===== config.mk =====
export PLATFORM = sky130hd
export DESIGN_NAME = timer_cmp_wave
export DESIGN_NICKNAME = d
export VERILOG_FILES = /design/src/rtl/tcw_pkg.sv /design/src/rtl/tcw_counter.sv /design/src/rtl/tcw_cmpout.sv /design/src/rtl/timer_cmp_wave.sv
export SDC_FILE = /design/constraint.sdc
export NUM_CORES = 1
export LEC_CHECK = 0
export ABC_AREA = 1
export CAP_MARGIN = 0
export CORE_ASPECT_RATIO = 0.5
export CORE_MARGIN = 2
export CORE_UTILIZATION = 51
export CTS_BUF_LIST = sky130_fd_sc_hd__clkbuf_8
export CTS_CLUSTER_DIAMETER = 30
export DETAILED_ROUTE_END_ITERATION = 8
export GPL_TIMING_DRIVEN = 0
export PLACE_DENSITY = 0.78
export REMOVE_ABC_BUFFERS = 1
export SYNTH_ARGS = -nofsm -noshare
export SYNTH_HDL_FRONTEND = slang
export SYNTH_HIERARCHICAL = 1
export SYNTH_SLANG_ARGS = --single-unit

===== constraint.sdc =====
create_clock -name clk -period 1.9 [get_ports clk]
set_input_delay 0.38 -clock clk [delete_from_list [all_inputs] [get_ports clk]]
set_output_delay 0.38 -clock clk [all_outputs]
set_load 0.03 [all_outputs]

===== src/rtl/tcw_pkg.sv =====
package tcw_pkg;
  typedef enum logic [1:0] {
    OCM_NONE   = 2'b00,
    OCM_TOGGLE = 2'b01,
    OCM_CLEAR  = 2'b10,
    OCM_SET    = 2'b11
  } ocm_e;

  localparam int ADDR_W = 2;
  localparam logic [ADDR_W-1:0] A_COUNT = 2'd0;
  localparam logic [ADDR_W-1:0] A_CMP   = 2'd1;
  localparam logic [ADDR_W-1:0] A_CTRL  = 2'd2;
  localparam logic [ADDR_W-1:0] A_STAT  = 2'd3;

  localparam int CB_DIR   = 2;
  localparam int CB_IO    = 3;
  localparam int CB_FORCE = 4;

  function automatic logic ocm_apply(input ocm_e m, input logic cur);
    case (m)
      OCM_TOGGLE: ocm_apply = ~cur;
      OCM_CLEAR:  ocm_apply = 1'b0;
      OCM_SET:    ocm_apply = 1'b1;
      default:    ocm_apply = cur;
    endcase
  endfunction
endpackage


===== src/rtl/tcw_counter.sv =====
module tcw_counter #(
  parameter int W = 16
) (
  input  logic         clk,
  input  logic         rst,
  input  logic         tick,
  input  logic         wr_cnt,
  input  logic [W-1:0] wr_val,
  input  logic [W-1:0] cmp_val,
  input  logic         ovf_ack,
  output logic [W-1:0] count,
  output logic         ovf_flag,
  output logic         match
);
  localparam logic [W-1:0] CNT_MAX = {W{1'b1}};
  localparam logic [W-1:0] CNT_ONE = {{(W-1){1'b0}}, 1'b1};

  logic blocked;
  logic step;
  logic wrap;

  assign step  = tick && !wr_cnt;
  assign wrap  = step && (count == CNT_MAX);
  assign match = step && !blocked && (count == cmp_val);

  always_ff @(posedge clk) begin
    if (rst) begin
      count   <= '0;
      blocked <= 1'b0;
    end else if (wr_cnt) begin
      count   <= wr_val;
      blocked <= 1'b1;
    end else if (tick) begin
      count   <= count + CNT_ONE;
      blocked <= 1'b0;
    end
  end

  always_ff @(posedge clk) begin
    if (rst)          ovf_flag <= 1'b0;
    else if (wrap)    ovf_flag <= 1'b1;
    else if (ovf_ack) ovf_flag <= 1'b0;
  end

  a_r1_wrap_to_zero: assert property (@(posedge clk) disable iff (rst)
    (tick && !wr_cnt && count == CNT_MAX) |=> (count == '0));
  a_r1_hold_idle: assert property (@(posedge clk) disable iff (rst)
    (!tick && !wr_cnt) |=> $stable(count));
  a_r2_ovf_raised: assert property (@(posedge clk) disable iff (rst)
    (tick && !wr_cnt && count == CNT_MAX) |=> ovf_flag);
  a_r3_no_clear_on_match: assert property (@(posedge clk) disable iff (rst)
    match |=> (count == $past(count) + CNT_ONE));
  a_r9_write_blocks_match: assert property (@(posedge clk) disable iff (rst)
    wr_cnt |=> !match);
endmodule


===== src/rtl/tcw_cmpout.sv =====
module tcw_cmpout
  import tcw_pkg::*;
(
  input  logic clk,
  input  logic rst,
  input  logic match,
  input  logic force_act,
  input  ocm_e mode,
  input  ocm_e force_mode,
  input  logic cmp_ack,
  output logic oc_state,
  output logic cmp_flag
);
  ocm_e act_mode;
  logic act;

  assign act_mode = force_act ? force_mode : mode;
  assign act      = match || force_act;

  always_ff @(posedge clk) begin
    if (rst)      oc_state <= 1'b0;
    else if (act) oc_state <= ocm_apply(act_mode, oc_state);
  end

  always_ff @(posedge clk) begin
    if (rst)          cmp_flag <= 1'b0;
    else if (match)   cmp_flag <= 1'b1;
    else if (cmp_ack) cmp_flag <= 1'b0;
  end

  a_r3_flag_on_match: assert property (@(posedge clk) disable iff (rst)
    match |=> cmp_flag);
  a_r6_force_no_flag: assert property (@(posedge clk) disable iff (rst)
    (force_act && !match && !cmp_flag) |=> !cmp_flag);
  a_r4_none_holds: assert property (@(posedge clk) disable iff (rst)
    (act && act_mode == OCM_NONE) |=> $stable(oc_state));
  a_r7_single_toggle: assert property (@(posedge clk) disable iff (rst)
    (force_act && match && force_mode == OCM_TOGGLE) |=> (oc_state != $past(oc_state)));
endmodule


===== src/rtl/timer_cmp_wave.sv =====
module timer_cmp_wave
  import tcw_pkg::*;
#(
  parameter int W = 16
) (
  input  logic              clk,
  input  logic              rst,
  input  logic              tick,
  input  logic              wr_en,
  input  logic [ADDR_W-1:0] wr_addr,
  input  logic [W-1:0]      wr_data,
  input  logic [ADDR_W-1:0] rd_addr,
  output logic [W-1:0]      rd_data,
  input  logic              ovf_ack,
  input  logic              cmp_ack,
  output logic              pin_out,
  output logic              pin_oe
);
  localparam int CTRL_W = 4;
  localparam int STAT_W = 3;

  logic [W-1:0] cmp_q;
  ocm_e         mode_q;
  logic         dir_q;
  logic         io_q;

  logic         wr_cnt, wr_cmp, wr_ctrl, force_act;
  ocm_e         wr_mode;
  logic [W-1:0] count;
  logic         ovf_flag, match, oc_state, cmp_flag;
  logic [CTRL_W-1:0] ctrl_view;
  logic [STAT_W-1:0] stat_view;

  assign wr_cnt    = wr_en && (wr_addr == A_COUNT);
  assign wr_cmp    = wr_en && (wr_addr == A_CMP);
  assign wr_ctrl   = wr_en && (wr_addr == A_CTRL);
  assign wr_mode   = ocm_e'(wr_data[1:0]);
  assign force_act = wr_ctrl && wr_data[CB_FORCE];

  always_ff @(posedge clk) begin
    if (rst) begin
      cmp_q  <= '0;
      mode_q <= OCM_NONE;
      dir_q  <= 1'b0;
      io_q   <= 1'b0;
    end else begin
      if (wr_cmp) cmp_q <= wr_data;
      if (wr_ctrl) begin
        mode_q <= wr_mode;
        dir_q  <= wr_data[CB_DIR];
        io_q   <= wr_data[CB_IO];
      end
    end
  end

  tcw_counter #(.W(W)) u_counter (
    .clk      (clk),
    .rst      (rst),
    .tick     (tick),
    .wr_cnt   (wr_cnt),
    .wr_val   (wr_data),
    .cmp_val  (cmp_q),
    .ovf_ack  (ovf_ack),
    .count    (count),
    .ovf_flag (ovf_flag),
    .match    (match)
  );

  tcw_cmpout u_cmpout (
    .clk        (clk),
    .rst        (rst),
    .match      (match),
    .force_act  (force_act),
    .mode       (mode_q),
    .force_mode (wr_mode),
    .cmp_ack    (cmp_ack),
    .oc_state   (oc_state),
    .cmp_flag   (cmp_flag)
  );

  assign ctrl_view = {io_q, dir_q, mode_q};
  assign stat_view = {oc_state, cmp_flag, ovf_flag};

  always_ff @(posedge clk) begin
    if (rst) rd_data <= '0;
    else begin
      case (rd_addr)
        A_COUNT: rd_data <= count;
        A_CMP:   rd_data <= cmp_q;
        A_CTRL:  rd_data <= {{(W-CTRL_W){1'b0}}, ctrl_view};
        default: rd_data <= {{(W-STAT_W){1'b0}}, stat_view};
      endcase
    end
  end

  assign pin_oe  = dir_q;
  assign pin_out = dir_q && ((mode_q != OCM_NONE) ? oc_state : io_q);

  a_r5_ctrl_write_keeps_state: assert property (@(posedge clk) disable iff (rst)
    (wr_ctrl && !force_act && !match) |=> $stable(oc_state));
  a_r8_pin_quiet_when_input: assert property (@(posedge clk) disable iff (rst)
    (wr_ctrl && !wr_data[CB_DIR]) |=> (!pin_oe && !pin_out));
endmodule


Word level (Yosys, flattened, before mapping):

Index checks and enable logic that the tools add are counted.

* bits in registers: 56
* bits in latches: 0
* RAM bits: 0
* ROM bits: 0
* input port bits: 26
* output and inout port bits: 18
* word-level logic and storage cells: 53
* memories kept: 0

* add/subtract/negate cells: 1
* multipliers: 0
* div/mod/pow operators: 0
* order comparisons: 0
* equal/unequal tests: 9
* shift operators: 0
* muxes and demuxes: 12
* bitwise logic cells: 1
* reduce and logical (&&, ||, !) cells: 20

Operators by type and width (count)
* $pmux W16 S3: 1
* $mux W16: 2
* $add A16 B1 Y16 const B: 1
* $eq A16 B16 Y1: 1
* $eq A16 B16 Y1 const B: 1
* $logic_and A1 B1 Y1: 9
* $eq A2 B2 Y1 const B: 4
* $reduce_bool A2 Y1: 4
* $mux W1: 7
* $eq A2 B1 Y1 const B: 3
* $logic_not A2 Y1: 2
* $pmux W1 S3: 1
* $reduce_bool A3 Y1: 1
* $logic_not A1 Y1: 2
* $mux W2: 1
* $reduce_and A2 Y1: 1
* $logic_or A1 B1 Y1: 1
* $not A1 Y1: 1

Longest topological paths before layout:

* depth in word-level cells: 8
* depth in mapped cells: 16
* mapped depth without buffers: 14

Cells and area by module:

Netlist, hierarchy kept.

By module, submodules not included
* timer_cmp_wave: instances 1, cells each 199, area an instance 1630.3 sq um, sequential area each 720.7 sq um
* tcw_counter: instances 1, cells each 199, area an instance 1310.0 sq um, sequential area each 360.3 sq um
* tcw_cmpout: instances 1, cells each 20, area an instance 111.4 sq um, sequential area each 40.0 sq um

Worst setup path before layout:

Ideal clock, no wire load.

* kind: input-to-reg
* start point: input port wr_en
* end point: register u_cmpout.oc_state
* setup time: 113 ps
* arrival time: 1797 ps
* data required time: 1787 ps
* slack: -10 ps
* cell stages on the path: 15
* path buffers: 3
* cell sequence: buf_4 buf_4 nand2_1 nor2_1 buf_2 nor2_4 o211ai_1 nor2_1 nand3_1 nor2_1 nand2_1 nand2_1 nand2_1 nor2_1 nor2_1

* longest elaborated chain between the ends: 7
* elaborated cells between the ends (all ways): 15
* those cells by class: 3 x eq/ne; 2 x mux; 10 x reduce/logical

RTL lines
* from (decl): RTL line timer_cmp_wave.sv:9 `input logic wr_en,`
* $logic_and A1 B1 Y1: RTL line timer_cmp_wave.sv:34 `assign wr_cnt = wr_en && (wr_addr == A_COUNT);`
* net wr_cnt: RTL line timer_cmp_wave.sv:27 `logic wr_cnt, wr_cmp, wr_ctrl, force_act;`
* $logic_not A1 Y1: RTL line tcw_counter.sv:22 `assign step = tick && !wr_cnt;`
* $logic_and A1 B1 Y1: RTL line tcw_counter.sv:22
* $logic_and A1 B1 Y1 (2 in series): RTL line tcw_counter.sv:24 `assign match = step && !blocked && (count == cmp_val);`
* net match: RTL line timer_cmp_wave.sv:30 `logic ovf_flag, match, oc_state, cmp_flag;`
* $logic_or A1 B1 Y1: RTL line tcw_cmpout.sv:18 `assign act = match || force_act;`
* $reduce_and A2 Y1 (no line)
* to (signal assigned): RTL line tcw_cmpout.sv:22 `else if (act) oc_state <= ocm_apply(act_mode, oc_state);`
* to (decl): RTL line tcw_cmpout.sv:11 `output logic oc_state,`

The timed path passes the listed nets, and every way through them passes these cells.
A chain may end at the register's enable or synchronous reset.

Worst setup path in the final report:

* start point: input port wr_addr[0]
* end point: register u_cmpout.oc_state

* longest elaborated chain between the ends: 8
* elaborated cells between the ends (all ways): 17
* those cells by class: 4 x eq/ne; 2 x mux; 11 x reduce/logical

RTL lines
* from (decl): RTL line timer_cmp_wave.sv:10 `input logic [ADDR_W-1:0] wr_addr,`
* $logic_not A2 Y1: RTL line timer_cmp_wave.sv:34
* $logic_and A1 B1 Y1: RTL line timer_cmp_wave.sv:34
* net wr_cnt: RTL line timer_cmp_wave.sv:27
* $logic_not A1 Y1: RTL line tcw_counter.sv:22
* $logic_and A1 B1 Y1: RTL line tcw_counter.sv:22
* $logic_and A1 B1 Y1 (2 in series): RTL line tcw_counter.sv:24
* net match: RTL line timer_cmp_wave.sv:30
* $logic_or A1 B1 Y1: RTL line tcw_cmpout.sv:18
* $reduce_and A2 Y1 (no line)

The timed path passes the listed nets, and every way through them passes these cells.

==> qor.txt <==
Yosys cell types: 36
Critical path class: primary input to flop
R2R setup slack: 0.24 ns
P&R area growth vs syn: 17.0%
Ant. Diodes: 0
Root Driver: clkbuf_8
Most common cell after layout, fill and taps aside: nand2_1
Fin nets: 481
First-pass GRT wire length: 12.0 mm
RR Startpoint: u_counter/count[12]
Syn Inst Count: 418
CTS Buf Count: 5
Port bufs: 43
Total power: 0.00227 W
Hold WS: 0.474 ns
CP Capture Type: flop
Vias per std cell: 5.49
H-tree lvl count: 2
Met3 usage in global routing: 0.0474
DR vias: 2891
Placer congestion estimate: 0.960
Worst clock skew: 0.0108 ns
P per Cell Area: 635 nW/um^2
Startpoint types: primary input
Worst Path Max Fanout: 19
Synthesized area: 3050 sq um
DR pass1 iterations: 7
CTS tree: built
#FFs+latches synth: 56
CTS Sinks: 56
Detailed-route DRC error count: 0
DIE AREA: 6660 sq um
Row count: 19
Top achievable clock speed: 565 MHz
WHS Endpoint: u_counter/ovf_flag
Total grt overflow: 0
Starting Density: 0.542
Core footprint: 5630 sq um
GRT Util Overall: 0.232
Antenna-violating nets left: 0
Worst hold start: u_counter/ovf_flag
Vias in the first global route: 2470
RSZ-0062 raised after global routing: false
Status: complete, no violations
Post-synth EDFFs: 0
Final worst path period share: 0.932
First DRT Iteration DRCs: 211
Worst Setup SP: wr_addr[0]
Setup TNS: 0 ns
CP max stage cell: clkdlybuf4s15_2
Hold Path Stages: 2
Final setup violation count: 0
Lkg Pwr: 1.43 nW
RR Endpoint: u_cmpout/oc_state
Synthesis Warnings: 6
Final min period: 1.77 ns
Clk pin slew, worst setup/hold paths: 0.09 ns
Dpl hpwl: 5.10 mm
Worst-Margin Slew: 0.559 ns
Slew Viols, Final: 0
DIE HEIGHT: 58.7 um
Layout cell share with drive strength beyond 1: 0.121
Asr flop ratio synth: 0
GR Layer Usage met1: 0.332
Most frequent cells in the layout: nand2_1, dfxtp_1, inv_1
Final hold vios: 0
Insertion delay of the later-clocked pin in the worst-skew pair: 0.32 ns
R2R depth: 11
CTS Buffer Depth: 2
Sequence of cells on the critical path: clkdlybuf4s15_2 > nor2_4 > nor2_4 > o211ai_1 > nor2_1 > nand3_1 > nor2_4 > nand2_1 > nand2_1 > nand2_1 > nand2_1 > nand2_1 > nor2_1
CTS hold repair buffers: 0
Avg Synthesized Cell Area: 7.30 sq um
Main synth FF type: dfxtp_1
Slew headroom: 0.627
CP required: 2.16 ns
Critical path's most frequent cell: nand2_1
Post-Route WL: 7.44 mm
Routed WL per cell: 14.1 um
Initial antenna violation count: 0
Io pins: 44
Die span in x: 113 um
Max cap viols: 0
Register area share after synthesis: 0.367
Worst vdd ir: 0.000359 V
Largest net degree at the start of global routing: 27
Met2 global-route usage: 0.361
Peak-usage layer in the global routing report: met2
Final Core Density: 0.634
Worst path max stage delay: 0.51 ns
Worst Hold Class: flop to flop
Arr. time, crit path: 2.03 ns
==> critical path, delay by kind of cell <==
kind | cells | cell delay (ns)
AOI/OAI and AO/OA | 1 | 0.09
and+or+nand+nor | 11 | 1.02
buffers and inverters | 1 | 0.51
==> what timing repair did <==
action,4_1_cts,5_1_grt
gates resized for setup,13,6
cloned,0,0
pin swaps,2,0
endpoints found under the setup margin,21,4
hold endpoints to repair,0,0
buffers inserted,4,0
==> metal layers <==
layer / wire (um) / vias to the layer above / part of all wire
met2: 3220 / 113 / 0.43
met1: 3570 / 1336 / 0.48
met5: 0 / - / 0
met4: 48 / 0 / 0.0065
met3: 599 / 4 / 0.081
li1: - / 1438 / -
==> power breakdown <==
part	total [W]	switching, W	internal, W	leakage, nW
clock	0.000634	0.000387	0.000247	0.0452
combinational	0.000374	0.000223	0.000151	0.929
sequential	0.00126	0.0000467	0.00121	0.455
==> through the flow <==
step,std cells,worst slack (ns),area (sq um)
2_1_floorplan,399,-0.317,2900
3_3_place_gp,515,-1.82,3420
3_5_place_dp,516,-1.83,3440
4_1_cts,527,0.00526,3580
5_1_grt,527,0.00824,3570
6_report,527,0.129,3570
==> registers in the layout (all words and copies together) (netlist names), 2 cells and up <==
| name | flops |
|---|---|
| rd_data | 16 |
| u_counter/count | 16 |
| cmp_q | 16 |
| mode_q | 2 |
==> how the worst max path moves through the flow <==
stage,to,slack [ns],depth (start not counted)
5_1_grt,u_cmpout/oc_state,0.008,13
3_3_place_gp,u_cmpout/oc_state,-1.82,14
3_5_place_dp,u_cmpout/oc_state,-1.83,14
6_report,u_cmpout/oc_state,0.13,13
4_1_cts,u_cmpout/oc_state,0.005,15
2_1_floorplan,u_cmpout/oc_state,-0.32,14
==> cell families after synthesis <==
logic type	after synthesis	synth area share
AOI/OAI and AO/OA	75	0.153
buffers and inverters	62	0.104
DFF	56	0.367
xor gates and xnor gates	15	0.0431
and+or+nand+nor	209	0.328
adders and majority gates	1	0.00410
==> layout make-up <==
cell class | count | area (sq um)
clock buffer | 5 | 68.8
multi-input combinational | 300 | 1630
fill | 500 | 2060
tap | 73 | 91.3
timing repair buffer | 48 | 479
sequential | 56 | 1120
clock inverter | 2 | 8.76
inverter | 43 | 169
==> cell usage after synthesis, types with 2 or more instances <==
cell	instances	area [sq um]
xnor2_1	7	61.3
buf_6	3	33.8
nor3_1	3	15.0
xor2_1	8	70.1
o21ai_1	3	15.0
nand3_2	2	20.0
o21ai_0	6	30.0
nand4_1	18	113
o211ai_1	2	15.0
buf_4	6	45.0
inv_1	40	150
nor2_1	35	131
nand3_1	27	135
a22oi_1	11	82.6
nor2_4	3	33.8
o21bai_1	3	22.5
clkbuf_1	2	7.51
a21oi_2	11	96.3
nand2_1	102	383
nor2_2	3	18.8
nor2_8	2	40.0
buf_2	6	30.0
a31oi_1	2	12.5
inv_2	2	7.51
nand2_2	12	75.1
dfxtp_1	56	1120
a21oi_1	34	170
Power figures use the tool's default switching activity.
